File: src/rtl/rxq_pkg.sv
package rxq_pkg;
  localparam int DATA_W    = 8;
  localparam int ERR_W     = 4;
  localparam int WORD_W    = DATA_W + ERR_W;
  localparam int Q_DEPTH   = 16;
  localparam int PTR_W     = $clog2(Q_DEPTH);
  localparam int CNT_W     = PTR_W + 1;
  localparam int BREAK_BIT = 10;
  localparam int TRIG_LVL  = 1;

  typedef struct packed {
    logic              wrEn;
    logic [PTR_W-1:0]  wrAddr;
    logic [WORD_W-1:0] wrData;
    logic [PTR_W-1:0]  rdAddr;
    logic              loadStatus;
    logic              clearStatus;
    logic              setBreak;
  } strobe_t;
endpackage

File: src/rtl/rxq_store.sv
module rxq_store
  import rxq_pkg::*;
(
  input  logic              clk,
  input  logic              rstN,
  input  strobe_t           strb,
  output logic [WORD_W-1:0] rdWord,
  output logic [ERR_W-1:0]  rxStatus
);
  localparam int BRK_IDX = BREAK_BIT - DATA_W;

  logic [WORD_W-1:0] mem [Q_DEPTH];
  logic [ERR_W-1:0]  statusQ, statusNext;

  always_ff @(posedge clk) begin
    if (!rstN) begin
      for (int i = 0; i < Q_DEPTH; i++) mem[i] <= '0;
    end else if (strb.wrEn) begin
      mem[strb.wrAddr] <= strb.wrData;
    end
  end

  assign rdWord = mem[strb.rdAddr];

  always_comb begin
    statusNext = statusQ;
    if (strb.loadStatus)       statusNext = rdWord[WORD_W-1:DATA_W];
    else if (strb.clearStatus) statusNext = '0;
    if (strb.setBreak)         statusNext[BRK_IDX] = 1'b1;
  end

  always_ff @(posedge clk) begin
    if (!rstN) statusQ <= '0;
    else       statusQ <= statusNext;
  end

  assign rxStatus = statusQ;

  a_r9_clear: assert property (@(posedge clk) disable iff (!rstN)
    strb.clearStatus && !strb.loadStatus && !strb.setBreak |=> rxStatus == '0);
  a_r9_load: assert property (@(posedge clk) disable iff (!rstN)
    strb.loadStatus && !strb.setBreak |=> rxStatus == $past(rdWord[WORD_W-1:DATA_W]));
  a_r10_break_flag: assert property (@(posedge clk) disable iff (!rstN)
    strb.setBreak |=> rxStatus[BRK_IDX]);
endmodule

File: src/rtl/rxq_ctrl.sv
module rxq_ctrl
  import rxq_pkg::*;
(
  input  logic              clk,
  input  logic              rstN,
  input  logic              pushValid,
  input  logic [WORD_W-1:0] pushWord,
  input  logic              popStrobe,
  input  logic              fifoOn,
  input  logic              flushReq,
  input  logic              breakEvent,
  input  logic              statusClear,
  input  logic              irqAck,
  output strobe_t           strb,
  output logic [CNT_W-1:0]  fillCount,
  output logic              isEmpty,
  output logic              isFull,
  output logic              canAccept,
  output logic              rxIrq
);
  localparam logic [WORD_W-1:0] BREAK_WORD = WORD_W'(1) << BREAK_BIT;
  localparam logic [CNT_W-1:0]  TRIG_CNT   = CNT_W'(TRIG_LVL);

  logic              modeQ, emptyQ, fullQ, irqQ;
  logic [PTR_W-1:0]  rdPos;
  logic [CNT_W-1:0]  count, nextCount, depthEff;
  logic [PTR_W-1:0]  ptrMask;
  logic              flushNow, breakTake, pushEff, popEff, popSeen;

  assign depthEff  = modeQ ? CNT_W'(Q_DEPTH) : CNT_W'(1);
  assign ptrMask   = modeQ ? PTR_W'(Q_DEPTH - 1) : '0;
  assign flushNow  = flushReq | (fifoOn != modeQ);
  assign breakTake = breakEvent & ~modeQ & ~flushNow;
  assign pushEff   = ~flushNow & (pushValid | breakTake) & (count < depthEff);
  assign popSeen   = ~flushNow & popStrobe;
  assign popEff    = popSeen & (count != '0);
  assign nextCount = count + CNT_W'(pushEff) - CNT_W'(popEff);

  always_comb begin
    strb             = '0;
    strb.wrEn        = pushEff;
    strb.wrAddr      = (rdPos + count[PTR_W-1:0]) & ptrMask;
    strb.wrData      = breakTake ? BREAK_WORD : pushWord;
    strb.rdAddr      = rdPos;
    strb.loadStatus  = popSeen;
    strb.clearStatus = statusClear;
    strb.setBreak    = breakTake;
  end

  always_ff @(posedge clk) begin
    if (!rstN) begin
      modeQ  <= 1'b0;
      count  <= '0;
      rdPos  <= '0;
      emptyQ <= 1'b1;
      fullQ  <= 1'b0;
    end else begin
      modeQ <= fifoOn;
      if (flushNow) begin
        count  <= '0;
        rdPos  <= '0;
        emptyQ <= 1'b1;
        fullQ  <= 1'b0;
      end else begin
        count <= nextCount;
        if (popEff) rdPos <= (rdPos + PTR_W'(1)) & ptrMask;
        if (pushEff || popSeen) begin
          emptyQ <= (nextCount == '0);
          fullQ  <= (nextCount == depthEff);
        end
      end
    end
  end

  always_ff @(posedge clk) begin
    if (!rstN)                                         irqQ <= 1'b0;
    else if (pushEff && nextCount == TRIG_CNT)         irqQ <= 1'b1;
    else if ((popSeen && nextCount == TRIG_CNT - CNT_W'(1)) || irqAck) irqQ <= 1'b0;
  end

  assign fillCount = count;
  assign isEmpty   = emptyQ;
  assign isFull    = fullQ;
  assign canAccept = count < depthEff;
  assign rxIrq     = irqQ;

  a_r3_no_overflow: assert property (@(posedge clk) disable iff (!rstN)
    count <= depthEff);
  a_r4_empty_flag: assert property (@(posedge clk) disable iff (!rstN)
    isEmpty == (fillCount == '0));
  a_r4_full_flag: assert property (@(posedge clk) disable iff (!rstN)
    isFull == (fillCount == depthEff));
  a_r5_single_slot: assert property (@(posedge clk) disable iff (!rstN)
    !modeQ |-> fillCount <= CNT_W'(1));
  a_r8_flush: assert property (@(posedge clk) disable iff (!rstN)
    flushNow |=> fillCount == '0 && isEmpty && !isFull);
  a_r7_flush_keeps_irq: assert property (@(posedge clk) disable iff (!rstN)
    flushNow && !irqAck |=> rxIrq == $past(rxIrq));
  a_r11_push_pop: assert property (@(posedge clk) disable iff (!rstN)
    pushEff && popEff |=> $stable(fillCount));
endmodule

File: src/rtl/rxq_top.sv
module rxq_top
  import rxq_pkg::*;
(
  input  logic              clk,
  input  logic              rstN,
  input  logic              pushValid,
  input  logic [WORD_W-1:0] pushWord,
  input  logic              popStrobe,
  input  logic              fifoOn,
  input  logic              flushReq,
  input  logic              breakEvent,
  input  logic              statusClear,
  input  logic              irqAck,
  output logic [WORD_W-1:0] rdWord,
  output logic [ERR_W-1:0]  rxStatus,
  output logic [CNT_W-1:0]  fillCount,
  output logic              isEmpty,
  output logic              isFull,
  output logic              canAccept,
  output logic              rxIrq
);
  strobe_t strb;

  rxq_ctrl u_ctrl (
    .clk(clk), .rstN(rstN), .pushValid(pushValid), .pushWord(pushWord),
    .popStrobe(popStrobe), .fifoOn(fifoOn), .flushReq(flushReq),
    .breakEvent(breakEvent), .statusClear(statusClear), .irqAck(irqAck),
    .strb(strb), .fillCount(fillCount), .isEmpty(isEmpty), .isFull(isFull),
    .canAccept(canAccept), .rxIrq(rxIrq)
  );

  rxq_store u_store (
    .clk(clk), .rstN(rstN), .strb(strb), .rdWord(rdWord), .rxStatus(rxStatus)
  );
endmodule

File: config.mk
export PLATFORM = sky130hd
export DESIGN_NAME = rxq_top
export DESIGN_NICKNAME = d
export VERILOG_FILES = /design/src/rtl/rxq_pkg.sv /design/src/rtl/rxq_store.sv /design/src/rtl/rxq_ctrl.sv /design/src/rtl/rxq_top.sv
export SDC_FILE = /design/constraint.sdc
export NUM_CORES = 1
export LEC_CHECK = 0
export BUFFER_PORTS_ARGS = -buffer_cell sky130_fd_sc_hd__buf_2
export CAP_MARGIN = 20
export CELL_PAD_IN_SITES_DETAIL_PLACEMENT = 1
export CELL_PAD_IN_SITES_GLOBAL_PLACEMENT = 1
export CORE_UTILIZATION = 30
export CTS_CLUSTER_DIAMETER = 150
export DETAILED_ROUTE_END_ITERATION = 8
export PLACE_DENSITY_LB_ADDON = 0.1
export SYNTH_ARGS = -nofsm -noshare
export SYNTH_HDL_FRONTEND = slang
export SYNTH_SLANG_ARGS = --single-unit
File: constraint.sdc
create_clock -name clk -period 8 [get_ports clk]
set_clock_uncertainty 0.05 [all_clocks]
set_input_delay 0.4 -clock clk [delete_from_list [all_inputs] [get_ports clk]]
set_output_delay 0.4 -clock clk [all_outputs]
set_load 0.01 [all_outputs]
==> metrics.yaml <==
clocking:
  clk_pin_slew_ns: 0.06
  ctsResizeCount: 0
  cts_setup_buffers: 0
  clock_path_buffers: 3
  clock_latency_ns: 0.53
  htree_levels: 1
  cts-root-buf: "clkbuf_16"
  holdBufCountCts: 0
  tritoncts: "done"
  cts_made_buffers: 26
  cts_sinks: 213
job:
  maxCapViolCount: 0
placed_design:
  dp.cells: 1162
  hpwl_mm: 20.01
  port_buffers: 45
  dp_slack_ns: 2.719
  routabilityCongestion: 0.7788
yosys:
  synth_cell_types: 50
  synth_top_area_share: 0.5398
  synth-seq-cells: 213
  yosysSeqAreaShare: 0.5791
  postSynthNetCount: 749
  syn_area_per_cell_um2: 14.98
  yosysMostFrequentCell: "edfxtp_1"
  syn-cell-area_um2: 10680
  synth_cells: 713
  ys_dominant_reg_cell: "edfxtp_1"
  ys_top_cells_by_area: "edfxtp_1 (54%), nor3_2 (13%), mux4_2 (12%)"
  synth_top_cell_by_area: "edfxtp_1"
  synthArstFlopShare: 0
  synth-edff-count: 192
  synth_common_cells: "edfxtp_1 (192), nor3_2 (144), nor2_1 (65)"
  yosysWarnings: 0
detailed_routing:
  firstDrtPassIters: 5
  postRouteAntennaNets: 0
  drc_errors: 0
  wl_per_cell_um: 25.09
  routed_wl_mm: 30.51
  viasPerCell: 5.164
  via_count: 6280
  drtIter0Drc: 360
critical_path:
  cp_top_family: "simple AND/OR/NAND/NOR gates"
  cp.required_ns: 8.19
  regToRegStartpoint: "u_ctrl.modeQ$_SDFF_PN0_"
  critical_path.startpoint: "u_ctrl.modeQ$_SDFF_PN0_"
  cp_slowest_cell: "dfxtp_1"
  cpPeakStageDelay_ns: 0.91
  worst-r2r-cell-count: 8
  crit_fanout: 52
  start_kind: "register"
  worstPathCellList: "clkinv_1 -> ha_1 -> nor2_1 -> a31oi_2 -> nor3_4 -> nand3_4 -> o21ai_1 -> buf_4"
  cp-end-kind: "register"
  critPathBufInv: 2
  path_depth: 8
  ff2ff_setup_slack_ns: 3.16
  crit_end: "u_store.mem[6][1]$_SDFFCE_PN0P_"
  r2r-end: "u_store.mem[6][1]$_SDFFCE_PN0P_"
  critPathKind: "register to register"
  worstPathArrival_ns: 5.02
floorplan:
  die_height_um: 190.7
  dieArea_um2: 36360
  io_pins: 46
  core-area_um2: 34800
  rows: 68
  start_util: 0.3070
  die_w_um: 190.7
sta:
  setup-tns-final_ns: 0
  rsz0062_at_grt: "false"
  finalSetupViolCount: 0
  slew_viol_final: 0
  slew_headroom: 0.3476
  worst_slack_ns: 3.163
  period_needed_ns: 4.837
  post-route-period-util: 0.6046
  hold_viol: 0
  worst_slew_pin_slew_ns: 0.9786
  fmax_mhz: 206.8
global_route:
  grt-ovfl-total: 0
  grt_pass1_vias: 6752
  track_usage: 0.1750
  antenna_found_initial: 0
  grt_max_degree: 53
  grt_pass1_wl_mm: 47.00
final_layout:
  areaGrowthSynthToFinish_pct: 14.61
  layout-drive-gt1-share: 0.4363
  final_cells: 1216
  postLayoutCoreUtil: 0.3518
  antennaDiodeCount: 0
  nNetsFinal: 777
power:
  powerDensity_nw_per_um2: 212.1
  leakage_uw: 0.003785
  ir_drop_mv: 0.1256
hold_path:
  hp-class: "input pin to register"
outcome:
  status: "finished, final reports clean"
[where the power goes]
group	switching (µW)	internal (µW)	total (µW)	leakage [µW]
combinational	92.6	38.9	131	0.00122
sequential	15.7	1240	1260	0.00216
clock	493	711	1200	0.000413
[how the worst min path moves through the flow]
stage / from / to / cells after the start
floorplan: u_ctrl.rdPos[3]$_SDFFE_PP0N_ / register / 2
global placement: u_ctrl.isEmpty$_SDFFE_PP1P_ / u_ctrl.isEmpty$_SDFFE_PP1P_ / 2
detailed placement: u_ctrl.isFull$_SDFFE_PP0P_ / u_ctrl.isFull$_SDFFE_PP0P_ / 2
CTS: fifoOn / u_ctrl.modeQ$_SDFF_PN0_ / 2
global route: fifoOn / u_ctrl.modeQ$_SDFF_PN0_ / 2
finish: fifoOn / u_ctrl.modeQ$_SDFF_PN0_ / 2
[registers in the layout (all words and copies together) (netlist names), named ones only]
signal and count:
u_store.rxStatus 4, u_ctrl.isFull 1, u_ctrl.rxIrq 1, u_store.mem 192, u_ctrl.rdPos 4, u_ctrl.fillCount 5, u_ctrl.modeQ 1, u_ctrl.isEmpty 1
[through the flow]
step	area (µm²)	total power (µW)	hold slack, ns
final	12240	2596	0.1155
after global routing	12240	2674	0.1106
after CTS	12170	2627	0.08977
after detailed placement	11300	1415	0.4084
after global placement	11270	1412	0.4011
after floorplan	10680	1351	0.4341
[cell type report]
cell class              instances  area [µm²]
clock inverters                20       188.9
well taps                     455       569.3
clock buffers                  28       679.4
multi-input cells             415        4115
repair buffers                 69       436.7
flip-flops and latches        213        6192
fillers                      3517       22560
inverters                      16       60.06
[kinds of logic after synthesis]
| kind of cell | share of synthesized area |
|---|---|
| compound gates | 0.02847 |
| xor+xnor | 0.008199 |
| fa+ha+maj | 0.01898 |
| buf+inv | 0.04158 |
| flops | 0.5791 |
| mux | 0.1218 |
| simple gates | 0.2018 |
[cell usage in the layout, fill, tap and decap left out, types with 17 or more instances in the layout]
| cell | synthesis | layout |
|---|---|---|
| buf_2 | 25 | 45 |
| buf_4 | 3 | 21 |
| clkbuf_16 | 0 | 27 |
| dfxtp_1 | 21 | 18 |
| edfxtp_1 | 192 | 192 |
| mux4_2 | 56 | 56 |
| nand2_1 | 18 | 18 |
| nand3_1 | 26 | 23 |
| nor2_1 | 65 | 65 |
| nor3_2 | 144 | 144 |
| o21ai_1 | 7 | 17 |
[per-layer routing]
layer / track usage / vias to the layer above / wire length (µm)
met5: 0 / - / 0
met4: 0.03108 / 0 / 413
met3: 0.02797 / 30 / 1266
met2: 0.2737 / 114 / 14070
met1: 0.2564 / 3351 / 14760
li1: - / 2785 / -
No activity file was read; power rests on OpenSTA's default activity.
